[config.mk]
export PLATFORM = sky130hd
export DESIGN_NAME = rx_fifo_timeout
export DESIGN_NICKNAME = d
export VERILOG_FILES = /design/src/rtl/rxto_pkg.sv /design/src/rtl/rxto_bit_div.sv /design/src/rtl/rxto_limit.sv /design/src/rtl/rxto_timer.sv /design/src/rtl/rx_fifo_timeout.sv
export SDC_FILE = /design/constraint.sdc
export NUM_CORES = 1
export LEC_CHECK = 0
export BUFFER_PORTS_ARGS = -buffer_cell sky130_fd_sc_hd__clkbuf_2
export CAP_MARGIN = 20
export CORE_MARGIN = 10
export CORE_UTILIZATION = 50
export DETAILED_ROUTE_END_ITERATION = 7
export GPL_ROUTABILITY_DRIVEN = 0
export PLACE_DENSITY = 0.71
export SLEW_MARGIN = 20
export SYNTH_ARGS = -nofsm -noshare
export SYNTH_HDL_FRONTEND = slang
export SYNTH_SLANG_ARGS = --single-unit
[constraint.sdc]
create_clock -name clk -period 2.4 [get_ports clk]
set_input_delay 0.12 -clock clk [delete_from_list [all_inputs] [get_ports clk]]
set_output_delay 0.12 -clock clk [all_outputs]
set_load 0.05 [all_outputs]
[src/rtl/rxto_pkg.sv]
// Package: shared types for the receive FIFO timeout timer.
// Assumes nothing beyond the standard types.
package rxto_pkg;
    // Oversampling ratio select
    typedef enum logic {
        OS_X16 = 1'b0,
        OS_X8  = 1'b1
    } os_mode_e;
endpackage

[src/rtl/rxto_bit_div.sv]
// Module: rxto_bit_div
// Divides the oversampling tick into one pulse per bit time.
// Assumes os_tick is a one-cycle strobe. A restart clears the partial bit.
// If the mode switches to the shorter ratio with the phase past its end,
// the next tick completes the bit.
module rxto_bit_div #(
    parameter int OS_HI = 16,
    parameter int OS_LO = 8
) (
    input  logic clk,
    input  logic rst_n,
    input  logic os_tick,
    input  logic os_mode,
    input  logic restart,
    output logic bit_pulse
);
    import rxto_pkg::*;

    localparam int PH_W = (OS_HI > 1) ? $clog2(OS_HI) : 1;
    localparam logic [PH_W-1:0] TERM_HI = PH_W'(OS_HI - 1);
    localparam logic [PH_W-1:0] TERM_LO = PH_W'(OS_LO - 1);

    logic [PH_W-1:0] phase;
    logic [PH_W-1:0] term;
    logic            at_end;

    // Pick the last phase of a bit for the active ratio
    always_comb begin
        term = (os_mode_e'(os_mode) == OS_X8) ? TERM_LO : TERM_HI;
    end

    assign at_end    = (phase >= term);
    assign bit_pulse = os_tick && !restart && at_end;

    // Advance the phase on each tick; wrap at the end of a bit
    always_ff @(posedge clk) begin
        if (!rst_n) begin
            phase <= '0;
        end else if (restart) begin
            phase <= '0;
        end else if (os_tick) begin
            phase <= at_end ? '0 : phase + 1'b1;
        end
    end

    assert_wrap_after_bit_R2: assert property (@(posedge clk) disable iff (!rst_n)
        bit_pulse |=> (phase == '0));

    assert_restart_phase_R4: assert property (@(posedge clk) disable iff (!rst_n)
        restart |=> (phase == '0));
endmodule

[src/rtl/rxto_limit.sv]
// Module: rxto_limit
// Works out the timeout threshold in bit times from the length code:
// WORDS character lengths plus EXTRA bit times.
// Assumes code k means LEN_BASE+k data bits.
module rxto_limit #(
    parameter int LEN_W    = 2,
    parameter int LEN_BASE = 5,
    parameter int WORDS    = 4,
    parameter int EXTRA    = 12,
    parameter int CNT_W    = 6
) (
    input  logic [LEN_W-1:0] len_code,
    output logic [CNT_W-1:0] limit
);
    // Threshold arithmetic in integer width, then narrowed
    always_comb begin
        int bits;
        bits  = WORDS * (LEN_BASE + int'(len_code)) + EXTRA;
        limit = CNT_W'(bits);
    end
endmodule

[src/rtl/rxto_timer.sv]
// Module: rxto_timer
// Counts bit times while the FIFO holds data. Keeps the pending-timeout flag.
// Assumes the limit is at least 1. The count stops at the limit.
module rxto_timer #(
    parameter int CNT_W = 6
) (
    input  logic             clk,
    input  logic             rst_n,
    input  logic             bit_pulse,
    input  logic             restart,
    input  logic             clear,
    input  logic [CNT_W-1:0] limit,
    output logic             pending
);
    logic [CNT_W-1:0] cnt;
    logic [CNT_W:0]   cnt_next;
    logic             reach;

    assign cnt_next = {1'b0, cnt} + 1'b1;
    assign reach    = bit_pulse && (cnt_next >= {1'b0, limit});

    // Elapsed bit-time counter, held at zero by any restart
    always_ff @(posedge clk) begin
        if (!rst_n) begin
            cnt <= '0;
        end else if (restart) begin
            cnt <= '0;
        end else if (bit_pulse && (cnt < limit)) begin
            cnt <= cnt_next[CNT_W-1:0];
        end
    end

    // Pending flag: set on reaching the limit, cleared by read or empty
    always_ff @(posedge clk) begin
        if (!rst_n) begin
            pending <= 1'b0;
        end else if (clear) begin
            pending <= 1'b0;
        end else if (reach && !restart) begin
            pending <= 1'b1;
        end
    end

    assert_rise_on_bit_R1: assert property (@(posedge clk) disable iff (!rst_n)
        $rose(pending) |-> $past(bit_pulse));

    assert_clear_drops_R3: assert property (@(posedge clk) disable iff (!rst_n)
        clear |=> (!pending && cnt == '0));

    assert_restart_zero_R4: assert property (@(posedge clk) disable iff (!rst_n)
        (restart && !clear) |=> (cnt == '0 && pending == $past(pending)));

    assert_sticky_R7: assert property (@(posedge clk) disable iff (!rst_n)
        (pending && !clear) |=> pending);
endmodule

[src/rtl/rx_fifo_timeout.sv]
// Module: rx_fifo_timeout (top)
// Receive FIFO timeout timer. It raises a request when data has sat in the
// FIFO for a length-dependent number of bit times with no new character
// and no host read. Assumes all inputs are synchronous to clk.
module rx_fifo_timeout #(
    parameter int OS_HI    = 16,
    parameter int OS_LO    = 8,
    parameter int LEN_W    = 2,
    parameter int LEN_BASE = 5,
    parameter int WORDS    = 4,
    parameter int EXTRA    = 12
) (
    input  logic             clk,
    input  logic             rst_n,
    input  logic             os_tick,
    input  logic             os_mode,
    input  logic [LEN_W-1:0] len_code,
    input  logic             fifo_nonempty,
    input  logic             char_rx,
    input  logic             host_rd,
    input  logic             int_en,
    output logic             tmo_irq
);
    localparam int LIM_MAX = WORDS * (LEN_BASE + (1 << LEN_W) - 1) + EXTRA;
    localparam int CNT_W   = $clog2(LIM_MAX + 1);

    logic             restart;
    logic             clear;
    logic             bit_pulse;
    logic             pending;
    logic [CNT_W-1:0] limit;

    // Restart on any activity or an empty FIFO; clear only on read or empty
    assign restart = char_rx || host_rd || !fifo_nonempty;
    assign clear   = host_rd || !fifo_nonempty;

    rxto_bit_div #(.OS_HI(OS_HI), .OS_LO(OS_LO)) u_div (
        .clk(clk), .rst_n(rst_n), .os_tick(os_tick), .os_mode(os_mode),
        .restart(restart), .bit_pulse(bit_pulse)
    );

    rxto_limit #(.LEN_W(LEN_W), .LEN_BASE(LEN_BASE), .WORDS(WORDS),
                 .EXTRA(EXTRA), .CNT_W(CNT_W)) u_lim (
        .len_code(len_code), .limit(limit)
    );

    rxto_timer #(.CNT_W(CNT_W)) u_tmr (
        .clk(clk), .rst_n(rst_n), .bit_pulse(bit_pulse), .restart(restart),
        .clear(clear), .limit(limit), .pending(pending)
    );

    // Gate the request with the shared receive interrupt enable
    assign tmo_irq = pending && int_en;

    assert_empty_quiet_R3: assert property (@(posedge clk) disable iff (!rst_n)
        !fifo_nonempty |=> !tmo_irq);

    assert_read_clears_R5: assert property (@(posedge clk) disable iff (!rst_n)
        host_rd |=> !tmo_irq);

    assert_enable_gate_R6: assert property (@(posedge clk) disable iff (!rst_n)
        (tmo_irq && int_en && fifo_nonempty && !host_rd) |=> (tmo_irq || !int_en));
endmodule

==> impl_metrics.csv, run 1 <==
group,metric,value,unit
power,leakage,0.398,nW
sta,fin_setup_tns,0,ns
setup_path,reg2reg_slack,0.31,ns
clock_tree,clock-root-buffer,"clkbuf_4",
place,hpwl,1320,µm
clock_tree,htree_levels,1,
setup_path,critical_path_required,2.56,ns
sta,setup_viol,0,
sta,max_slew.worst_pin.slew,0.472,ns
sta,fin_crit,2.09,ns
layout,drive_gt1_share,17.5,%
logic_synthesis,synth_cells,92,
clock_tree,cts_setup_buffers,0,
layout,fin_util,58.9,%
logic_synthesis,synth_edf_count,0,
logic_synthesis,yosysSeqAreaShare,26.8,%
floorplanning,core,0.00152,mm²
route,drcViolationCount,0,
power,ir_drop,282,µV
logic_synthesis,yosys_warnings,0,
route,route.layer.met1.wl,735,µm
setup_path,critPathLaunchType,"register",
floorplanning,rows,14,
route,vias,671,
clock_tree,cts_resized,0,
route,dr.pass1.iters,3,
place,io_buffers,10,
logic_synthesis,async_reset_ff_share,0,%
route,wl_met3,51,µm
global_routing,grt_overflow_total,0,
layout,nets,127,
setup_path,startpoint,"u_tmr.cnt[2]$_SDFFE_PP0P_",
route,routed_wl,1600,µm
clock_tree,clock_latency,0.27,ns
sta,maxSlewHeadroom,68.3,%
clock_tree,cts_max_path_buffers,2,
outcome,status,"completed",
route,post_drt_wl_per_cell,13.5,µm
logic_synthesis,synthDistinctLibCells,38,
route,viasPerCell,5.64,
flow_run,maxCapViolations,0,
global_routing,track_usage,10.0,%
setup_path,reg2reg_depth,9,
logic_synthesis,yosysTopAreaCellShare,26.8,%
floorplanning,die_w,60.5,µm
sta,hold_viol,0,
layout,syn_to_final_growth,9.28,%
clock_tree,cts_tree,"built",
setup_path,worstSetupEndpointType,"register",
floorplanning,die_height,60.5,µm
route,drt-initial-drc-count,1,
layout,fillers,134,
clock_tree,cts_buffers,3,
sta,clock.fmax,478,MHz
global_routing,grt_max_degree,9,
sta,timing.final.crit_share,87.2,%
global_routing,grt_pass1_vias,666,
route,ant_nets,0,
route,wl_met2,782,µm
setup_path,r2r_start,"u_tmr.cnt[2]$_SDFFE_PP0P_",
setup_path,path_max_fanout,7,
clock_tree,clk_pin_slew,0.07,ns
logic_synthesis,synth-seq-cells,11,
route,highest_layer,"met4",
setup_path,cp.arrival,2.26,ns
floorplanning,io_pins,11,
clock_tree,holdBufCountCts,0,
setup_path,crit_type,"register to register",
floorplanning,die-area,0.00367,mm²
logic_synthesis,syn_area_per_cell,8.94,µm²
sta,fin_skew,0.00538,ns
logic_synthesis,ys.flop_type,"dfxtp_1",
logic_synthesis,synth_fp_nets,115,
global_routing,antenna_found_initial,0,
sta,rsz0062_at_grt,"false",
clock_tree,cts.sinks,11,
hold_path,min_path_type,"primary input to register",
logic_synthesis,synth_area,822,µm²
sta,maxSlewViolCount,0,
layout,antenna_cells,0,
power,power_density,397,mW/mm²
setup_path,crit_path_end,"u_tmr.pending$_SDFFE_PP0P_",
floorplanning,start_util,53.9,%
logic_synthesis,synth.area.top_cells,"dfxtp_1 (27%), ha_1 (20%), xnor2_1 (5.3%), a21oi_1 (4.3%), nor2_1 (4.1%)",
global_routing,grt_first_pass_wirelength,2880,µm
logic_synthesis,synth_top_area_cell,"dfxtp_1",
setup_path,timing.rr.end,"u_tmr.pending$_SDFFE_PP0P_",
logic make-up (layout without fill, tap and decap cells):
| logic type | Yosys count | after routing | share of synthesized area, % |
|---|---|---|---|
| DFF | 11 | 11 | 26.8 |
| buffers and inverters | 5 | 16 | 3.35 |
| adders and majority gates | 13 | 13 | 19.8 |
| and+or+nand+nor | 30 | 30 | 21.0 |
| muxes | 1 | 1 | 1.22 |
| xor gates and xnor gates | 8 | 8 | 8.52 |
| AOI/OAI and AO/OA | 24 | 24 | 19.3 |
sequential cells by signal, summed over array words and instances (netlist names):
| signal | count |
|---|---|
| u_tmr.cnt | 6 |
| u_div.phase | 4 |
| u_tmr.pending | 1 |
cell type report:
class                      count  area (µm²)  share of cell area (%)
timing repair buffer          10        50.0                    5.57
clock buffer                   4        26.3                    2.92
inverter                       2        7.51                   0.836
multi-input combinational     76         574                    63.9
tap                           16        20.0                    2.23
sequential                    11         220                    24.5
layer usage:
layer  vias to the layer above  global-route usage [%]
met1                       298                    11.4
met3                         5                    2.92
li1                        360                       -
met4                         0                    4.70
met5                         -                       0
met2                         8                    16.9
cell usage in the layout (no fill, tap or decap), types with 3 or more instances in the layout:
master     n
a21oi_1    7
clkbuf_2  10
clkbuf_4   3
dfxtp_1   11
ha_1      13
nand2_1    3
nand3_1    5
nor2_1     9
o21ai_0    4
xnor2_1    5
xor2_1     3
worst min path at each step:
stage                                             end  slack (ns)     from  depth (start not counted)
after floorplan           u_div.phase[0]$_SDFFE_PP0P_        0.27  os_tick                          2
after global placement     u_tmr.pending$_SDFFE_PP0P_        0.42    rst_n                          3
after detailed placement   u_tmr.pending$_SDFFE_PP0P_        0.43    rst_n                          3
after CTS                  u_tmr.pending$_SDFFE_PP0P_        0.15    rst_n                          3
after global routing       u_tmr.pending$_SDFFE_PP0P_        0.16    rst_n                          3
final                      u_tmr.pending$_SDFFE_PP0P_        0.14    rst_n                          3
synth_stat cells (all sizes together) (2+ instances only):
library cell	n
o31ai	2
dfxtp	11
buf	2
ha	13
or4	2
a21oi	7
o21ai	6
xnor2	5
inv	2
nand2	3
xor2	3
nand3	5
or2	2
nor2	9
metrics by stage:
step,std cells,hold slack [ns],area (µm²),setup WS (ns),power [W]
2_1_floorplan,92,0.268,822,0.524,0.000215
3_5_place_dp,115,0.428,872,0.253,0.000232
3_3_place_gp,115,0.424,872,0.292,0.000231
6_report,119,0.145,898,0.307,0.000357
5_1_grt,119,0.165,898,0.117,0.000375
4_1_cts,119,0.145,898,0.301,0.000359
power breakdown:
part           switching, W  internal (W)   total, W  leakage, nW
combinational     0.0000237     0.0000202  0.0000439        0.295
clock             0.0000657     0.0000643   0.000130       0.0150
sequential      0.000000321      0.000183   0.000183       0.0886
total             0.0000897      0.000267   0.000357        0.398
worst max-delay path, stage by stage (launching register included):
cell	delay [ns]
dfxtp_1	0.46
nand3_1	0.24
nor2_1	0.22
xor2_1	0.19
ha_1	0.26
nand3_1	0.09
o22ai_1	0.07
a211o_1	0.27
a21oi_1	0.14
nor2_1	0.05
Power figures use the tool's default switching activity.
==> run 2: changes to the inputs <==
CORE_UTILIZATION = 35   (was 50)
PLACE_DENSITY = unset   (was 0.71)
clock period = 1.7 ns   (was 2.4 ns; I/O delays follow)
==> run 2 against run 1 <==
  * The flow now finishes with violations (setup timing)
  * Global-route usage is 0.067 points lower
  * Via count is 19% higher
  * Fmax is 16% higher
  * Final cell count is 34% higher
  * Count of clock-buffer cells in the layout stayed put
  * Critical path depth stayed put
  * Clock skew is 0.0028 ns lower
  * Combinational power is 120% higher
  * Critical path type unchanged
  * Highest routed layer unchanged
==> impl_metrics.csv, run 2 (synthesis gave the netlist of run 1 again) <==
group,metric,value,unit
global_routing,grt_pass1_vias,862,
sta,timing.final.crit_share,106,%
hold_path,holdPathEnd,"u_tmr.pending$_SDFFE_PP0P_",
route,ant_nets,0,
power,ir_drop,279,µV
clock_tree,cts_tree,"built",
global_routing,track_usage,9.97,%
power,pwr-share-seq,47.7,%
layout,nets,156,
floorplanning,die-area,0.00469,mm²
sta,fin_crit,1.80,ns
sta,whs,0.127,ns
setup_path,path_buf_inv,0,
clock_tree,cts_buffers,3,
hold_path,min_path_type,"primary input to register",
floorplanning,start_util,36.8,%
place,dp_cells,149,
clock_tree,holdBufCountCts,0,
setup_path,reg2reg_depth,9,
clock_tree,clk_pin_slew,0.07,ns
layout,top_regs,"u_tmr.cnt (6), u_div.phase (4), u_tmr.pending (1)",
power,p_comb_share,18.0,%
setup_path,critPathLaunchType,"register",
setup_path,worstSetupEndpointType,"register",
global_routing,busiest_layer,"met2",
route,dr.pass1.iters,2,
sta,setup_viol,3,
sta,maxSlewViolCount,0,
setup_path,critical-path-max-stage-delay,0.39,ns
layout,largest_reg_flops,6,
layout,antenna_cells,0,
layout,drive_gt1_share,53.8,%
setup_path,crit_type,"register to register",
floorplanning,io_pins,11,
hold_path,hold_depth,3,
clock_tree,cts_max_path_buffers,2,
layout,syn_to_final_growth,58.8,%
floorplanning,die_w,68.5,µm
clock_tree,htree_levels,1,
sta,fin_skew,0.00259,ns
power,leakage,0.562,nW
hold_path,min_from,"rst_n",
floorplanning,rows,17,
global_routing,grt_first_pass_wirelength,3610,µm
power,p_int,0.000388,W
power,switching_power,0.000139,W
sta,maxSlewHeadroom,81.4,%
setup_path,path_cells,"ha_4 -> nand3_4 -> xnor2_2 -> ha_1 -> nand3_1 -> o22ai_1 -> a211o_1 -> a21oi_2 -> nor2_1",
global_routing,grt_overflow_total,0,
layout,stdcell_count,160,
sta,worst_slack,-0.0976,ns
floorplanning,die_height,68.5,µm
place,hpwl,1560,µm
setup_path,critPathTopFamily,"adder cells",
clock_tree,clock_latency,0.27,ns
setup_path,reg2reg_slack,-0.1,ns
clock_tree,cts.sinks,11,
power,power_density,404,mW/mm²
flow_run,maxCapViolations,0,
global_routing,grtUsageMet3,2.28,%
setup_path,path_max_fanout,5,
global_routing,grt_max_degree,8,
sta,hold_viol,0,
setup_path,critical_path_required,1.86,ns
route,vias,798,
route,viasPerCell,4.99,
power,p_sw_share,26.3,%
floorplanning,core,0.00223,mm²
global_routing,grt_util_met1,10.1,%
power,clockPowerShare,34.3,%
setup_path,cp.arrival,1.96,ns
layout,regMostFlops,"u_tmr.cnt",
layout,mostFrequentLayoutCells,"buf_4 (28), ha_1 (10), clkbuf_2 (10), nor2_1 (8), dfxtp_1 (6)",
setup_path,timing.rr.end,"u_tmr.pending$_SDFFE_PP0P_",
global_routing,antenna_found_initial,0,
sta,fin_setup_tns,-0.198,ns
sta,rsz0062_at_grt,"true",
power,p_total,0.000527,W
route,drt-initial-drc-count,12,
layout,mostFrequentLayoutCell,"buf_4",
setup_path,r2r_start,"u_tmr.cnt[0]$_SDFFE_PP0P_",
setup_path,slowest_stage,"dfxtp_4",
layout,fillers,193,
place,io_buffers,10,
global_routing,gr-usage-met2,18.0,%
route,routed_wl,2130,µm
sta,clock.fmax,556,MHz
place,pre_cts_ws,-0.294,ns
outcome,violations,"setup timing",
outcome,status,"finished with violations",
route,drcViolationCount,0,
route,post_drt_wl_per_cell,13.3,µm
sta,max_slew.worst_pin.slew,0.280,ns
clock_tree,clock-root-buffer,"clkbuf_4",
==> run 2: cell count changes in the layout (fill, tap and decap cells not counted), moves of 3 or more <==
cell     delta
buf_4      +28
a21oi_2     +4
a21oi_1     -4
dfxtp_1     -5
dfxtp_4     +4
ha_1        -3
ha_4        +3
==> run 2: cell type report <==
type / instances / area (µm²) / area share [%]
well taps: 28 / 35.0 / 2.68
inverters: 2 / 7.51 / 0.575
repair buffers: 39 / 272 / 20.8
multi-input cells: 76 / 728 / 55.8
flip-flops and latches: 11 / 236 / 18.1
clock buffers: 4 / 26.3 / 2.01
==> run 2: worst register-to-register path: cells and delay by family, from the launching register on <==
kind | cells | cell delay (ns)
XOR/XNOR | 1 | 0.15
AO/OA/AOI/OAI | 3 | 0.46
AND/OR/NAND/NOR | 3 | 0.23
adder cells (fa/ha/maj) | 2 | 0.46
flip-flops | 1 | 0.39
==> run 2: layer usage <==
| metal | vias up | wire length (µm) |
|---|---|---|
| li1 | 417 | - |
| met1 | 366 | 862 |
| met2 | 9 | 1140 |
| met3 | 6 | 70 |
| met4 | 0 | 59 |
| met5 | - | 0 |
==> run 2: stage by stage <==
stage                     utilization, %  cell area, µm²
after global placement              49.1            1100
final                               58.4            1310
after floorplan                        -             867
after global routing                58.4            1310
after CTS                           54.3            1210
after detailed placement            49.1            1100
==> run 2: timing repair <==
| action | CTS | global route |
|---|---|---|
| buffers inserted | 6 | 1 |
| pin swaps | 10 | 10 |
| gates resized for setup | 11 | 15 |
| endpoints found under the setup margin | 4 | 7 |
==> run 2: power groups by stage <==
stage          clock network, W  registers, W  logic (W)
6_report               0.000181      0.000252  0.0000950
5_1_grt                0.000214      0.000252   0.000105
4_1_cts                0.000195      0.000252  0.0000826
3_5_place_dp                  0      0.000261  0.0000787
3_3_place_gp                  0      0.000261  0.0000749
2_1_floorplan                 0      0.000261  0.0000408
==> run 2: worst max path at each step <==
stage	cells past startpoint	to	startpoint	slack (ns)
final	9	u_tmr.pending$_SDFFE_PP0P_	u_tmr.cnt[0]$_SDFFE_PP0P_	-0.1
after global routing	9	u_tmr.pending$_SDFFE_PP0P_	u_tmr.cnt[0]$_SDFFE_PP0P_	-0.17
after detailed placement	9	u_tmr.cnt[3]$_SDFFE_PP0P_	len_code[0]	-0.29
after CTS	8	u_tmr.pending$_SDFFE_PP0P_	u_tmr.cnt[0]$_SDFFE_PP0P_	-0.12
after global placement	9	u_tmr.cnt[3]$_SDFFE_PP0P_	len_code[0]	-0.20
after floorplan	7	u_tmr.cnt[3]$_SDFFE_PP0P_	u_div.phase[3]$_SDFFE_PP0P_	-0.03
